--- config.mk ---
export PLATFORM = sky130hd
export DESIGN_NAME = usb_port_router
export DESIGN_NICKNAME = d
export VERILOG_FILES = /design/src/rtl/usb_route_pkg.sv /design/src/rtl/usb_route_owner.sv /design/src/rtl/usb_route_slot.sv /design/src/rtl/usb_port_router.sv
export SDC_FILE = /design/constraint.sdc
export NUM_CORES = 1
export LEC_CHECK = 0
export CELL_PAD_IN_SITES_DETAIL_PLACEMENT = 0
export CELL_PAD_IN_SITES_GLOBAL_PLACEMENT = 2
export CORE_MARGIN = 3
export CORE_UTILIZATION = 21
export DETAILED_ROUTE_END_ITERATION = 7
export GPL_TIMING_DRIVEN = 0
export HOLD_SLACK_MARGIN = 0.1
export PLACE_DENSITY = 0.91
export SYNTH_ARGS = -nofsm -noshare
export SYNTH_HDL_FRONTEND = slang
export SYNTH_HIERARCHICAL = 1
export SYNTH_SLANG_ARGS = --single-unit
--- constraint.sdc ---
create_clock -name clk -period 1.8 [get_ports clk]
set_clock_uncertainty 0.2 [all_clocks]
set_input_delay 0.27 -clock clk [delete_from_list [all_inputs] [get_ports clk]]
set_output_delay 0.27 -clock clk [all_outputs]
set_load 0.1 [all_outputs]
--- src/rtl/usb_route_pkg.sv ---
package usb_route_pkg;

    localparam int LINE_W = 2;

    typedef enum logic {
        OWN_ENH = 1'b0,
        OWN_CMP = 1'b1
    } owner_e;

    typedef struct packed {
        logic enh_conn;
        logic cmp_conn;
        logic enh_en;
        logic enh_csc;
    } slot_state_t;

    typedef struct packed {
        logic enh_conn;
        logic enh_disc;
        logic cmp_conn;
        logic cmp_disc;
    } slot_evt_t;

    function automatic owner_e eff_owner(input logic cfg, input logic own_bit);
        return (!cfg || own_bit) ? OWN_CMP : OWN_ENH;
    endfunction

endpackage

--- src/rtl/usb_route_owner.sv ---
module usb_route_owner #(
    parameter int NUM_PORTS = 4
) (
    input  logic                 clk,
    input  logic                 aon_rst,
    input  logic                 core_rst,
    input  logic                 cfg_wr_i,
    input  logic                 cfg_wdata_i,
    input  logic [NUM_PORTS-1:0] own_wr_i,
    input  logic [NUM_PORTS-1:0] own_wdata_i,
    input  logic [NUM_PORTS-1:0] cmp_gone_i,
    output logic                 cfg_o,
    output logic [NUM_PORTS-1:0] own_o
);

    logic                 cfg_q;
    logic [NUM_PORTS-1:0] own_q;
    logic                 cfg_rise;

    assign cfg_rise = cfg_wr_i && cfg_wdata_i && !cfg_q;

    always_ff @(posedge clk) begin
        if (aon_rst) begin
            cfg_q <= 1'b0;
            own_q <= '0;
        end else begin
            if (cfg_wr_i) begin
                cfg_q <= cfg_wdata_i;
            end
            if (cfg_rise) begin
                own_q <= '0;
            end else begin
                for (int i = 0; i < NUM_PORTS; i++) begin
                    if (own_wr_i[i]) begin
                        own_q[i] <= own_wdata_i[i];
                    end else if (cfg_q && cmp_gone_i[i]) begin
                        own_q[i] <= 1'b0;
                    end
                end
            end
        end
    end

    assign cfg_o = cfg_q;
    assign own_o = own_q;

    // flag rising from 0 leaves every port enhanced-owned
    a_r11_rise_clears_owner: assert property (@(posedge clk) disable iff (aon_rst)
        $rose(cfg_q) |-> (own_q == '0));

    // a companion-side departure returns the port to the enhanced side
    a_r6_auto_return: assert property (@(posedge clk) disable iff (aon_rst)
        cfg_q |=> ((own_q & $past(cmp_gone_i & ~own_wr_i)) == '0));

    // the core reset alone does not disturb the routing state
    a_r8_core_rst_keeps_route: assert property (@(posedge clk) disable iff (aon_rst)
        (core_rst && !cfg_wr_i && (own_wr_i == '0)) |=> ($stable(cfg_q) && $stable(own_q)));

endmodule

--- src/rtl/usb_route_slot.sv ---
module usb_route_slot
    import usb_route_pkg::*;
(
    input  logic              clk,
    input  logic              core_rst,
    input  logic              cfg_i,
    input  logic              own_i,
    input  logic              phy_conn_i,
    input  logic [LINE_W-1:0] phy_line_i,
    input  logic              prst_done_i,
    input  logic              hs_ok_i,
    input  logic              csc_clr_i,
    output slot_state_t       state_o,
    output slot_evt_t         evt_o,
    output logic [LINE_W-1:0] enh_line_o,
    output logic [LINE_W-1:0] cmp_line_o,
    output logic              cmp_gone_o
);

    owner_e      who;
    logic        enh_view;
    logic        cmp_view;
    slot_state_t st_q;
    slot_evt_t   ev_q;

    assign who      = eff_owner(cfg_i, own_i);
    assign enh_view = phy_conn_i && (who == OWN_ENH);
    assign cmp_view = phy_conn_i && (who == OWN_CMP);

    always_ff @(posedge clk) begin
        if (core_rst) begin
            st_q <= '0;
            ev_q <= '0;
        end else begin
            st_q.enh_conn <= enh_view;
            st_q.cmp_conn <= cmp_view;
            ev_q.enh_conn <= enh_view && !st_q.enh_conn;
            ev_q.enh_disc <= !enh_view && st_q.enh_conn;
            ev_q.cmp_conn <= cmp_view && !st_q.cmp_conn;
            ev_q.cmp_disc <= !cmp_view && st_q.cmp_conn;
            if (!enh_view) begin
                st_q.enh_en <= 1'b0;
            end else if (prst_done_i) begin
                st_q.enh_en <= hs_ok_i;
            end
            if (enh_view != st_q.enh_conn) begin
                st_q.enh_csc <= 1'b1;
            end else if (csc_clr_i) begin
                st_q.enh_csc <= 1'b0;
            end
        end
    end

    assign state_o    = st_q;
    assign evt_o      = ev_q;
    assign enh_line_o = (who == OWN_ENH) ? phy_line_i : '0;
    assign cmp_line_o = (who == OWN_CMP) ? phy_line_i : '0;
    assign cmp_gone_o = st_q.cmp_conn && !phy_conn_i;

    // flag clear keeps the enhanced side blind
    a_r1_flag0_no_enh: assert property (@(posedge clk) disable iff (core_rst)
        !cfg_i |=> (!st_q.enh_conn && !ev_q.enh_conn));

    // a connected port is never seen by both controllers
    a_r2_single_owner: assert property (@(posedge clk) disable iff (core_rst)
        !(st_q.enh_conn && st_q.cmp_conn));

    // enable only on an enhanced-connected port
    a_r4_en_needs_conn: assert property (@(posedge clk) disable iff (core_rst)
        st_q.enh_en |-> st_q.enh_conn);

    // events last a single cycle
    a_r3_event_pulse: assert property (@(posedge clk) disable iff (core_rst)
        (ev_q.enh_conn || ev_q.cmp_conn) |=> (!ev_q.enh_conn && !ev_q.cmp_conn));

endmodule

--- src/rtl/usb_port_router.sv ---
module usb_port_router
    import usb_route_pkg::*;
#(
    parameter int NUM_PORTS = 4
) (
    input  logic                          clk,
    input  logic                          aon_rst,
    input  logic                          core_rst,
    input  logic                          cfg_wr,
    input  logic                          cfg_wdata,
    input  logic [NUM_PORTS-1:0]          own_wr,
    input  logic [NUM_PORTS-1:0]          own_wdata,
    input  logic [NUM_PORTS-1:0]          csc_clr,
    input  logic [NUM_PORTS-1:0]          phy_conn,
    input  logic [LINE_W*NUM_PORTS-1:0]   phy_line,
    input  logic [NUM_PORTS-1:0]          prst_done,
    input  logic [NUM_PORTS-1:0]          hs_ok,
    output logic                          cfg_flag,
    output logic [NUM_PORTS-1:0]          owner,
    output logic [NUM_PORTS-1:0]          enh_conn,
    output logic [NUM_PORTS-1:0]          enh_en,
    output logic [NUM_PORTS-1:0]          enh_csc,
    output logic [LINE_W*NUM_PORTS-1:0]   enh_line,
    output logic [NUM_PORTS-1:0]          enh_conn_ev,
    output logic [NUM_PORTS-1:0]          enh_disc_ev,
    output logic [NUM_PORTS-1:0]          cmp_conn,
    output logic [LINE_W*NUM_PORTS-1:0]   cmp_line,
    output logic [NUM_PORTS-1:0]          cmp_conn_ev,
    output logic [NUM_PORTS-1:0]          cmp_disc_ev
);

    logic [NUM_PORTS-1:0] cmp_gone;
    logic                 cfg_w;
    logic [NUM_PORTS-1:0] own_w;

    usb_route_owner #(.NUM_PORTS(NUM_PORTS)) owner_i (
        .clk        (clk),
        .aon_rst    (aon_rst),
        .core_rst   (core_rst),
        .cfg_wr_i   (cfg_wr),
        .cfg_wdata_i(cfg_wdata),
        .own_wr_i   (own_wr),
        .own_wdata_i(own_wdata),
        .cmp_gone_i (cmp_gone),
        .cfg_o      (cfg_w),
        .own_o      (own_w)
    );

    assign cfg_flag = cfg_w;
    assign owner    = own_w;

    for (genvar p = 0; p < NUM_PORTS; p++) begin : g_slot
        slot_state_t st;
        slot_evt_t   ev;

        usb_route_slot slot_i (
            .clk        (clk),
            .core_rst   (core_rst),
            .cfg_i      (cfg_w),
            .own_i      (own_w[p]),
            .phy_conn_i (phy_conn[p]),
            .phy_line_i (phy_line[LINE_W*p +: LINE_W]),
            .prst_done_i(prst_done[p]),
            .hs_ok_i    (hs_ok[p]),
            .csc_clr_i  (csc_clr[p]),
            .state_o    (st),
            .evt_o      (ev),
            .enh_line_o (enh_line[LINE_W*p +: LINE_W]),
            .cmp_line_o (cmp_line[LINE_W*p +: LINE_W]),
            .cmp_gone_o (cmp_gone[p])
        );

        assign enh_conn[p]    = st.enh_conn;
        assign enh_en[p]      = st.enh_en;
        assign enh_csc[p]     = st.enh_csc;
        assign cmp_conn[p]    = st.cmp_conn;
        assign enh_conn_ev[p] = ev.enh_conn;
        assign enh_disc_ev[p] = ev.enh_disc;
        assign cmp_conn_ev[p] = ev.cmp_conn;
        assign cmp_disc_ev[p] = ev.cmp_disc;
    end

endmodule

==> results of run 1 <==
[area by class of cell]
class / instances / area, um2 / share of cell area
clock buffer: 6 / 72.57 / 0.02520
sequential: 37 / 749.5 / 0.2602
timing repair buffer: 95 / 1086 / 0.3771
clock inverter: 2 / 10.01 / 0.003475
multi-input combinational: 112 / 827.0 / 0.2871
inverter: 4 / 15.01 / 0.005213
tap: 96 / 120.1 / 0.04170
[metal layers]
metal	wire length [um]	part of all wire
met5	0	0
met4	72	0.017
met3	282	0.068
met2	2011	0.48
met1	1781	0.43
[worst max-delay path, stage by stage, from the launching register on]
cell     delay, ns
dfxtp_4       0.40
buf_6         0.15
and2b_4       0.18
and2_4        0.15
buf_12        0.16
[what timing repair did]
action / in CTS / in global routing
pin swaps: 4 / 0
buffers inserted: 3 / 3
hold buffers: 0 / 0
gates resized for setup: 244 / 14
setup endpoints to repair: 53 / 12
[state kept, by name (all words and copies together), names as in the netlist]
signal                 cells
g_slot.slot_i/evt_o       16
owner_i/own_o              4
owner_i/cfg_o              1
g_slot.slot_i/state_o     16
[per-stage QoR]
stage / setup WS [ns] / hold slack [ns] / power (uW) / area, um2 / std cells
2_1_floorplan: -0.05697 / 0.1294 / 1328 / 1567 / 153
3_3_place_gp: -0.6609 / 0.2662 / 1529 / 2577 / 338
3_5_place_dp: -0.6767 / 0.2672 / 1531 / 2577 / 338
4_1_cts: -0.04100 / 0.2797 / 2120 / 2809 / 349
5_1_grt: -0.07218 / 0.3027 / 2209 / 2880 / 352
6_report: -0.004659 / 0.2731 / 2111 / 2880 / 352
[cell families (layout without fill, tap and decap cells)]
family | after synthesis | after routing
and+or+nand+nor | 86 | 86
DFF | 37 | 37
AOI/OAI and AO/OA | 14 | 14
adders and majority gates | 8 | 8
muxes | 4 | 4
buffers and inverters | 4 | 107
[worst max path at each step]
stage,startpoint,endpoint,slack [ns],depth (start not counted)
4_1_cts,owner_i/cfg_o$_SDFFE_PP0P_,enh_line[7],-0.04,4
6_report,owner_i/cfg_o$_SDFFE_PP0P_,enh_line[7],-0.005,4
3_5_place_dp,phy_line[4],cmp_line[4],-0.68,3
3_3_place_gp,phy_line[3],cmp_line[3],-0.66,3
2_1_floorplan,owner_i/own_o[0]$_SDFFE_PP0P_,cmp_line[0],-0.06,2
5_1_grt,owner_i/cfg_o$_SDFFE_PP0P_,enh_line[7],-0.07,4
[power groups by stage]
stage / logic, uW / registers, uW / clock network (uW)
final: 692 / 867 / 553
after global routing: 722 / 872 / 615
after CTS: 672 / 867 / 580
after detailed placement: 642 / 889 / 0
after global placement: 641 / 888 / 0
after floorplan: 236 / 1090 / 0
[cell usage after synthesis]
cell type	count	area, um2
dfxtp_1	37	740.7
and2_1	20	125.1
a21oi_1	13	65.06
nand2_1	13	48.80
nand2b_1	13	81.33
and2b_2	8	70.07
ha_1	8	100.1
nor2_1	8	30.03
nor3_2	8	80.08
and2b_4	4	40.04
inv_1	4	15.01
mux2i_1	4	40.04
nand2b_2	4	35.03
nand3b_1	4	30.03
nor2b_1	4	25.02
o21bai_2	1	11.26
==> out/qor.yml, run 1 <==
global_route:
  met2_usage: 0.1692
  use_met3: 0.03645
  track_usage: 0.1025
  grt_max_degree: 21
  antenna_found_initial: 0
  grt-ovfl-total: 0
  grt_pass1_wl_um: 6920
  grt_pass1_vias: 1425
  use_met1: 0.1198
  top_usage_layer: "met2"
cts:
  ctsLongestPathBuffers: 2
  cts.reportedPaths.clkPinSlew_ns: 0.07
  numCtsBuffers: 5
  clk_latency_ns: 0.28
  cts.sinks: 37
  cts_max_level: 2
  cts_tree: "built"
  cts-root-buf: "clkbuf_8"
timing:
  worst_pin_slew_ns: 0.6718
  max-slew-margin-rel: 0.5507
  hold_viol: 0
  setup_slack_ns: -0.004659
  fin_tns_setup_ns: -0.004659
  maxSlewViolCount: 0
  max_freq_mhz: 554.1
  setup_viol: 1
  fin_crit_ns: 1.805
  rsz0062_at_grt: "true"
  period_share: 1.003
drt:
  drt-total-wl_um: 4148
  num_vias: 1377
  drtAntennaViolNets: 0
  drt_first_pass_iters: 3
  wire_per_inst_um: 11.78
  avgViaCountPerCell: 3.912
  post-route-drc-count: 0
  drtIter0Drc: 15
power_and_ir_drop:
  switching_share: 0.3598
  switchingPower_uw: 759.6
  p_per_area_nw_per_um2: 733.0
  seq_power_share: 0.411
  clockPowerShare: 0.262
  ir_drop_mv: 0.2657
  share_comb_of_total_power: 0.328
  intPower_uw: 1352
  p_leak_uw: 0.001130
setup_path:
  reg2reg_to: "g_slot[0].slot_i/state_o[0]$_SDFFE_PP0P_"
  cp-end-kind: "output pin"
  ff2ff_setup_slack_ns: 0.15
  start_kind: "register"
  cp_max_fo: 8
  rr_startpoint: "owner_i/cfg_o$_SDFFE_PP0P_"
  crit_type: "register to output pin"
  r2r_cells: 6
  required_ns: 1.33
  worstPathArrival_ns: 1.33
min_path:
  worstHoldEndpoint: "g_slot[0].slot_i/state_o[0]$_SDFFE_PP0P_"
  min_from: "g_slot[0].slot_i/state_o[0]$_SDFFE_PP0P_"
  hold_path_depth: 2
  hold_class: "register to register"
logic_synthesis:
  syn_area_per_cell_um2: 10.05
  synthSimpleGateAreaFrac: 0.3678
  synthMuxAreaShare: 0.02604
  synth-seq-cells: 37
  synth_compound_area_frac: 0.04963
  synth_fp_nets: 198
  synth-seq-area-share: 0.4817
  ys_types: 16
  yosys.area_share.xor_xnor: 0
  synth_top_family_by_area: "simple AND/OR/NAND/NOR gates"
  synthAdderAreaFrac: 0.06509
  synth_cells: 153
  synth_warnings: 6
  syn_area_um2: 1538
finish:
  num_antenna_cells: 0
  area_growth_syn_to_layout_pct: 87.31
  mostFrequentLayoutCells: "clkdlybuf4s50_1, clkdlybuf4s15_2, dfxtp_1, nand2_1, a21oi_1"
  drive_gt1_frac: 0.4453
  nets: 300
  utilization: 0.4148
  fillers: 698
die:
  core_area_um2: 6944
  ios: 90
  chipWidth_um: 91.57
  die_h_um: 91.57
  die_area_um2: 8385
  start_util: 0.2214
  rows: 30
flow_run:
  max-cap-violations: 0
outcome:
  violations: "negative setup slack"
  status: "finished with violations"
place:
  globalplace.congestion: 0.6701
  io_buffers: 89
  dp_hpwl_um: 3010
Power figures use the tool's default switching activity.
==> run 2: changes to the inputs <==
CTS_BUF_LIST = sky130_fd_sc_hd__clkbuf_8 sky130_fd_sc_hd__clkbuf_16   (was not set)
==> run 2 against run 1 <==
  * The flow still finishes with violations (negative setup slack)
  * Non-clock buffer count stayed put
  * Power is 0.25% lower
  * Via count stayed put
  * Fmax stayed put
  * Flip-flop and latch count stayed put
  * Combinational power hardly changed
  * Wire length stayed put
  * Worst hold slack stayed put
  * Cell area stayed put
  * Clock power is 1% lower
  * Clock-buffer cell count is 1 lower
  * Sequential power hardly changed
==> out/qor.yml, run 2 (synthesis results as in run 1) <==
timing:
  rsz0062_at_grt: "true"
  fin_crit_ns: 1.805  # unchanged
  hold_viol: 0  # unchanged
  maxSlewViolCount: 0  # unchanged
  setup_viol: 1  # unchanged
  worst_pin_slew_ns: 0.6718  # unchanged
  max_freq_mhz: 554.1  # unchanged
  max-slew-margin-rel: 0.5507  # unchanged
  whs_ns: 0.2731  # unchanged
  period_share: 1.003  # unchanged
  setup_slack_ns: -0.004659  # unchanged
setup_path:
  cp-end-kind: "output pin"
  ff2ff_setup_slack_ns: 0.15  # about the same
  cp_max_fo: 8  # unchanged
  worstPathArrival_ns: 1.33  # about the same
  start_kind: "register"
  crit_type: "register to output pin"
  required_ns: 1.33  # about the same
finish:
  final_cells: 352  # unchanged
  num_antenna_cells: 0  # unchanged
  nets: 300  # unchanged
  mostFrequentLayoutCells: "clkdlybuf4s50_1, clkdlybuf4s15_2, dfxtp_1, nand2_1, a21oi_1"
  area_growth_syn_to_layout_pct: 87.31  # unchanged
  drive_gt1_frac: 0.4453  # unchanged
cts:
  clk_latency_ns: 0.28  # about the same
  cts.reportedPaths.clkPinSlew_ns: 0.07  # about the same
  cts_tree: "built"
  ctsLongestPathBuffers: 2  # unchanged
  numCtsBuffers: 5  # unchanged
  cts_max_level: 2  # unchanged
  cts.sinks: 37  # unchanged
  hold_buffers: 0  # unchanged
  cts-root-buf: "clkbuf_8"
drt:
  drtIter0Drc: 15  # unchanged
  num_vias: 1377  # unchanged
  post-route-drc-count: 0  # unchanged
  wire_per_inst_um: 11.78  # unchanged
  avgViaCountPerCell: 3.912  # unchanged
  drt_first_pass_iters: 3  # unchanged
  drt-total-wl_um: 4148  # unchanged
  drtAntennaViolNets: 0  # unchanged
die:
  start_util: 0.2214  # unchanged
  rows: 30  # unchanged
  ios: 90  # unchanged
  die_h_um: 91.57  # unchanged
  core_area_um2: 6944  # unchanged
  chipWidth_um: 91.57  # unchanged
  die_area_um2: 8385  # unchanged
power_and_ir_drop:
  p_per_area_nw_per_um2: 731.2  # -0.25%
  p_leak_uw: 0.001134  # +0.37%
  ir_drop_mv: 0.2612  # -1.7%
global_route:
  track_usage: 0.1025  # unchanged
  grt_max_degree: 21  # unchanged
  grt_pass1_wl_um: 6920  # unchanged
  antenna_found_initial: 0  # unchanged
  grt-ovfl-total: 0  # unchanged
  grt_pass1_vias: 1425  # unchanged
outcome:
  violations: "negative setup slack"
  status: "finished with violations"
place:
  io_buffers: 89  # unchanged
  globalplace.congestion: 0.6701  # unchanged
  dp_hpwl_um: 3010  # unchanged
  placed_cells: 338  # unchanged
flow_run:
  max-cap-violations: 0  # unchanged
min_path:
  hold_class: "register to register"
## run 2: cell types whose count changed in the layout (fill, tap and decap cells not counted)
cell | previous run | this run
inv_1 | 4 | 5
clkbuf_1 | 1 | 0
## run 2: path summary, 6_finish.rpt
kind	start	end	cells after the start
max	owner_i/cfg_o$_SDFFE_PP0P_	enh_line[7]	4
min	g_slot[0].slot_i/state_o[0]$_SDFFE_PP0P_	g_slot[0].slot_i/state_o[0]$_SDFFE_PP0P_	2
max reg2reg	owner_i/cfg_o$_SDFFE_PP0P_	g_slot[0].slot_i/state_o[0]$_SDFFE_PP0P_	6
min reg2reg	g_slot[0].slot_i/state_o[0]$_SDFFE_PP0P_	g_slot[0].slot_i/state_o[0]$_SDFFE_PP0P_	2
## run 2: where the power goes
part	switching [uW]	internal [uW]	leakage (uW)	total, uW
clock	285	263	0.0000491	547
sequential	19.4	847	0.000304	867
combinational	456	236	0.000781	692
total	760	1350	0.00113	2110
## run 2: critical path: stages (launching register included)
cell and delay [ns]:
dfxtp_4 0.40, buf_6 0.15, and2b_4 0.18, and2_4 0.15, buf_12 0.16
## run 2: stage by stage
stage	power, uW	setup TNS, ns	setup slack [ns]	util	instance area [um2]
floorplan	1328	-0.4557	-0.05697	-	1567
global placement	1529	-15.83	-0.6609	0.3712	2577
detailed placement	1531	-16.18	-0.6767	0.3712	2577
CTS	2115	-0.2489	-0.04100	0.4045	2809
global route	2203	-0.2349	-0.07218	0.4148	2880
finish	2106	-0.004659	-0.004659	0.4148	2880
## run 2: repair_timing
action                     CTS  global route
buffers inserted             3             3
resized for setup          244            14
pin swaps                    4             0
setup endpoints to repair   53            12
## run 2: layer usage
layer | up-vias | wire length (um) | GRT usage
met4 | 0 | 72 | 0.04146
met3 | 5 | 282 | 0.03645
met1 | 621 | 1781 | 0.1198
met5 | - | 0 | 0
met2 | 52 | 2011 | 0.1692
li1 | 699 | - | -
## run 2: area by class of cell
type,instances,area (um2)
tap,96,120.1
timing repair buffer,95,1086
sequential,37,749.5
inverter,4,15.01
clock inverter,3,13.76
clock buffer,5,68.82
multi-input combinational,112,827.0
fill,698,4064
==> run 3: changes to the inputs <==
CTS_BUF_LIST = sky130_fd_sc_hd__clkbuf_4 sky130_fd_sc_hd__clkbuf_8   (was sky130_fd_sc_hd__clkbuf_8 sky130_fd_sc_hd__clkbuf_16)
==> run 3 against run 2 <==
  * Cell count unchanged
  * Critical endpoint unchanged
  * The run still ends with negative setup slack left
  * Register-to-register slack about the same
  * Global-route usage about the same
==> out/qor.yml, run 3 (synthesis results as in run 1) <==
timing:
  period_share: 1.004  # +0.001200
  rsz0062_at_grt: "true"
  max_freq_mhz: 553.5  # -0.12%
  max-slew-margin-rel: 0.5416  # -0.009128
  worst_pin_slew_ns: 0.6854  # +0.01365 ns
  setup_slack_ns: -0.006819  # -0.002160 ns
  hold_viol: 0  # unchanged
  maxSlewViolCount: 0  # unchanged
  setup_viol: 2  # +1
  fin_tns_setup_ns: -0.008279  # -0.003620 ns
  fin_crit_ns: 1.807  # +0.002160 ns
global_route:
  antenna_found_initial: 0  # unchanged
  grt_max_degree: 21  # unchanged
  grt-ovfl-total: 0  # unchanged
  grt_pass1_wl_um: 6934  # +0.20%
  track_usage: 0.1028  # +0.0003455
  grt_pass1_vias: 1429  # +0.28%
finish:
  num_antenna_cells: 0  # unchanged
  final_area_um2: 2884  # +0.13%
  area_growth_syn_to_layout_pct: 87.55
  final_cells: 352  # unchanged
  drive_gt1_frac: 0.4492  # +0.003906
  mostFrequentLayoutCells: "clkdlybuf4s50_1, clkdlybuf4s15_2, dfxtp_1, nand2_1, a21oi_1"
  fillers: 700  # +0.29%
  nets: 300  # unchanged
die:
  rows: 30  # unchanged
  start_util: 0.2214  # unchanged
  die_h_um: 91.57  # unchanged
  ios: 90  # unchanged
  core_area_um2: 6944  # unchanged
  chipWidth_um: 91.57  # unchanged
  die_area_um2: 8385  # unchanged
setup_path:
  cp_num_buf_inv: 2  # unchanged
  cp_max_fo: 8  # unchanged
  crit_family: "flip-flops"
  cp-end-kind: "output pin"
  start_kind: "register"
  worstPathArrival_ns: 1.34  # about the same
  ff2ff_setup_slack_ns: 0.15  # about the same
  crit_type: "register to output pin"
  path_cells: "buf_6, and2b_4, and2_4, buf_12"
  cp_slowest_stage_delay_ns: 0.40  # about the same
  required_ns: 1.33  # about the same
  critPathSlowestCell: "dfxtp_4"
flow_run:
  max-cap-violations: 0  # unchanged
power_and_ir_drop:
  seq_power_share: 0.407  # -0.005
  switchingPower_uw: 761.3  # +0.17%
  p_leak_uw: 0.001133  # about the same
  share_comb_of_total_power: 0.325  # -0.004
  ir_drop_mv: 0.2598  # -0.54%
  intPower_uw: 1367  # +1.5%
  clockPowerShare: 0.268  # +0.008
  switching_share: 0.3577  # -0.003129
  p_per_area_nw_per_um2: 737.9  # +0.92%
  p_total_uw: 2128  # +1.0%
place:
  placed_cells: 338  # unchanged
  globalplace.congestion: 0.6701  # unchanged
  dp_hpwl_um: 3010  # unchanged
  dp_slack_ns: -0.6767  # unchanged
  dpl_cell_area_um2: 2577  # unchanged
  io_buffers: 89  # unchanged
cts:
  cts_tree: "built"
  cts_max_level: 2  # unchanged
  cts.reportedPaths.clkPinSlew_ns: 0.07  # about the same
  cts.sinks: 37  # unchanged
  cts-root-buf: "clkbuf_8"
  ctsLongestPathBuffers: 2  # unchanged
  clk_latency_ns: 0.28  # about the same
  numCtsBuffers: 5  # unchanged
  hold_buffers: 0  # unchanged
drt:
  avgViaCountPerCell: 3.926  # +0.36%
  wire_per_inst_um: 11.79  # about the same
  num_vias: 1382  # +0.36%
  drt_first_pass_iters: 2  # -1
  drtIter0Drc: 15  # unchanged
  drtAntennaViolNets: 0  # unchanged
  post-route-drc-count: 0  # unchanged
  drt-total-wl_um: 4150  # about the same
outcome:
  status: "finished with violations"
  violations: "negative setup slack"
min_path:
  hold_class: "register to register"
run 3: area by class of cell:
| cell class | count | area, um2 | share of cell area |
|---|---|---|---|
| timing repair buffer | 95 | 1086 | 0.3766 |
| multi-input combinational | 112 | 827.0 | 0.2868 |
| sequential | 37 | 749.5 | 0.2599 |
| tap | 96 | 120.1 | 0.04165 |
| clock buffer | 6 | 76.32 | 0.02646 |
| inverter | 4 | 15.01 | 0.005206 |
| clock inverter | 2 | 10.01 | 0.003471 |
run 3: worst reg2reg max path, delay by kind of cell, from the launching register on:
kind                       cells  cell delay, ns
adders and majority gates      1            0.27
and+or+nand+nor                2            0.33
DFF                            1            0.38
buffers and inverters          2            0.28
AOI/OAI and AO/OA              1            0.05
run 3: what timing repair did:
item	CTS	global route
pin swaps	4	0
buffers inserted	3	3
setup endpoints to repair	53	12
gates resized for setup	244	14
hold endpoints to repair	0	0
run 3: final timing paths:
path,from,to,depth (start not counted)
min reg2reg,g_slot[0].slot_i/state_o[0]$_SDFFE_PP0P_,g_slot[0].slot_i/state_o[0]$_SDFFE_PP0P_,2
min,g_slot[0].slot_i/state_o[0]$_SDFFE_PP0P_,g_slot[0].slot_i/state_o[0]$_SDFFE_PP0P_,2
max reg2reg,owner_i/cfg_o$_SDFFE_PP0P_,g_slot[0].slot_i/state_o[0]$_SDFFE_PP0P_,6
max,owner_i/cfg_o$_SDFFE_PP0P_,enh_line[7],4
run 3: per-stage QoR:
stage / util / hold WS [ns]
after floorplan: - / 0.1294
after global placement: 0.3712 / 0.2662
final: 0.4153 / 0.2731
after CTS: 0.4050 / 0.2797
after detailed placement: 0.3712 / 0.2672
after global routing: 0.4153 / 0.3027
run 3: layer usage:
layer | global-route usage | part of all wire
met3 | 0.03645 | 0.067
met5 | 0 | 0
met1 | 0.1208 | 0.43
met4 | 0.04146 | 0.018
met2 | 0.1692 | 0.49
run 3: power groups by stage:
stage               Combinational, uW  Clock, uW  Sequential (uW)
finish                            692        569              867
global route                      722        633              872
CTS                               672        599              867
detailed placement                642          0              889
global placement                  641          0              888
floorplan                         236          0             1090
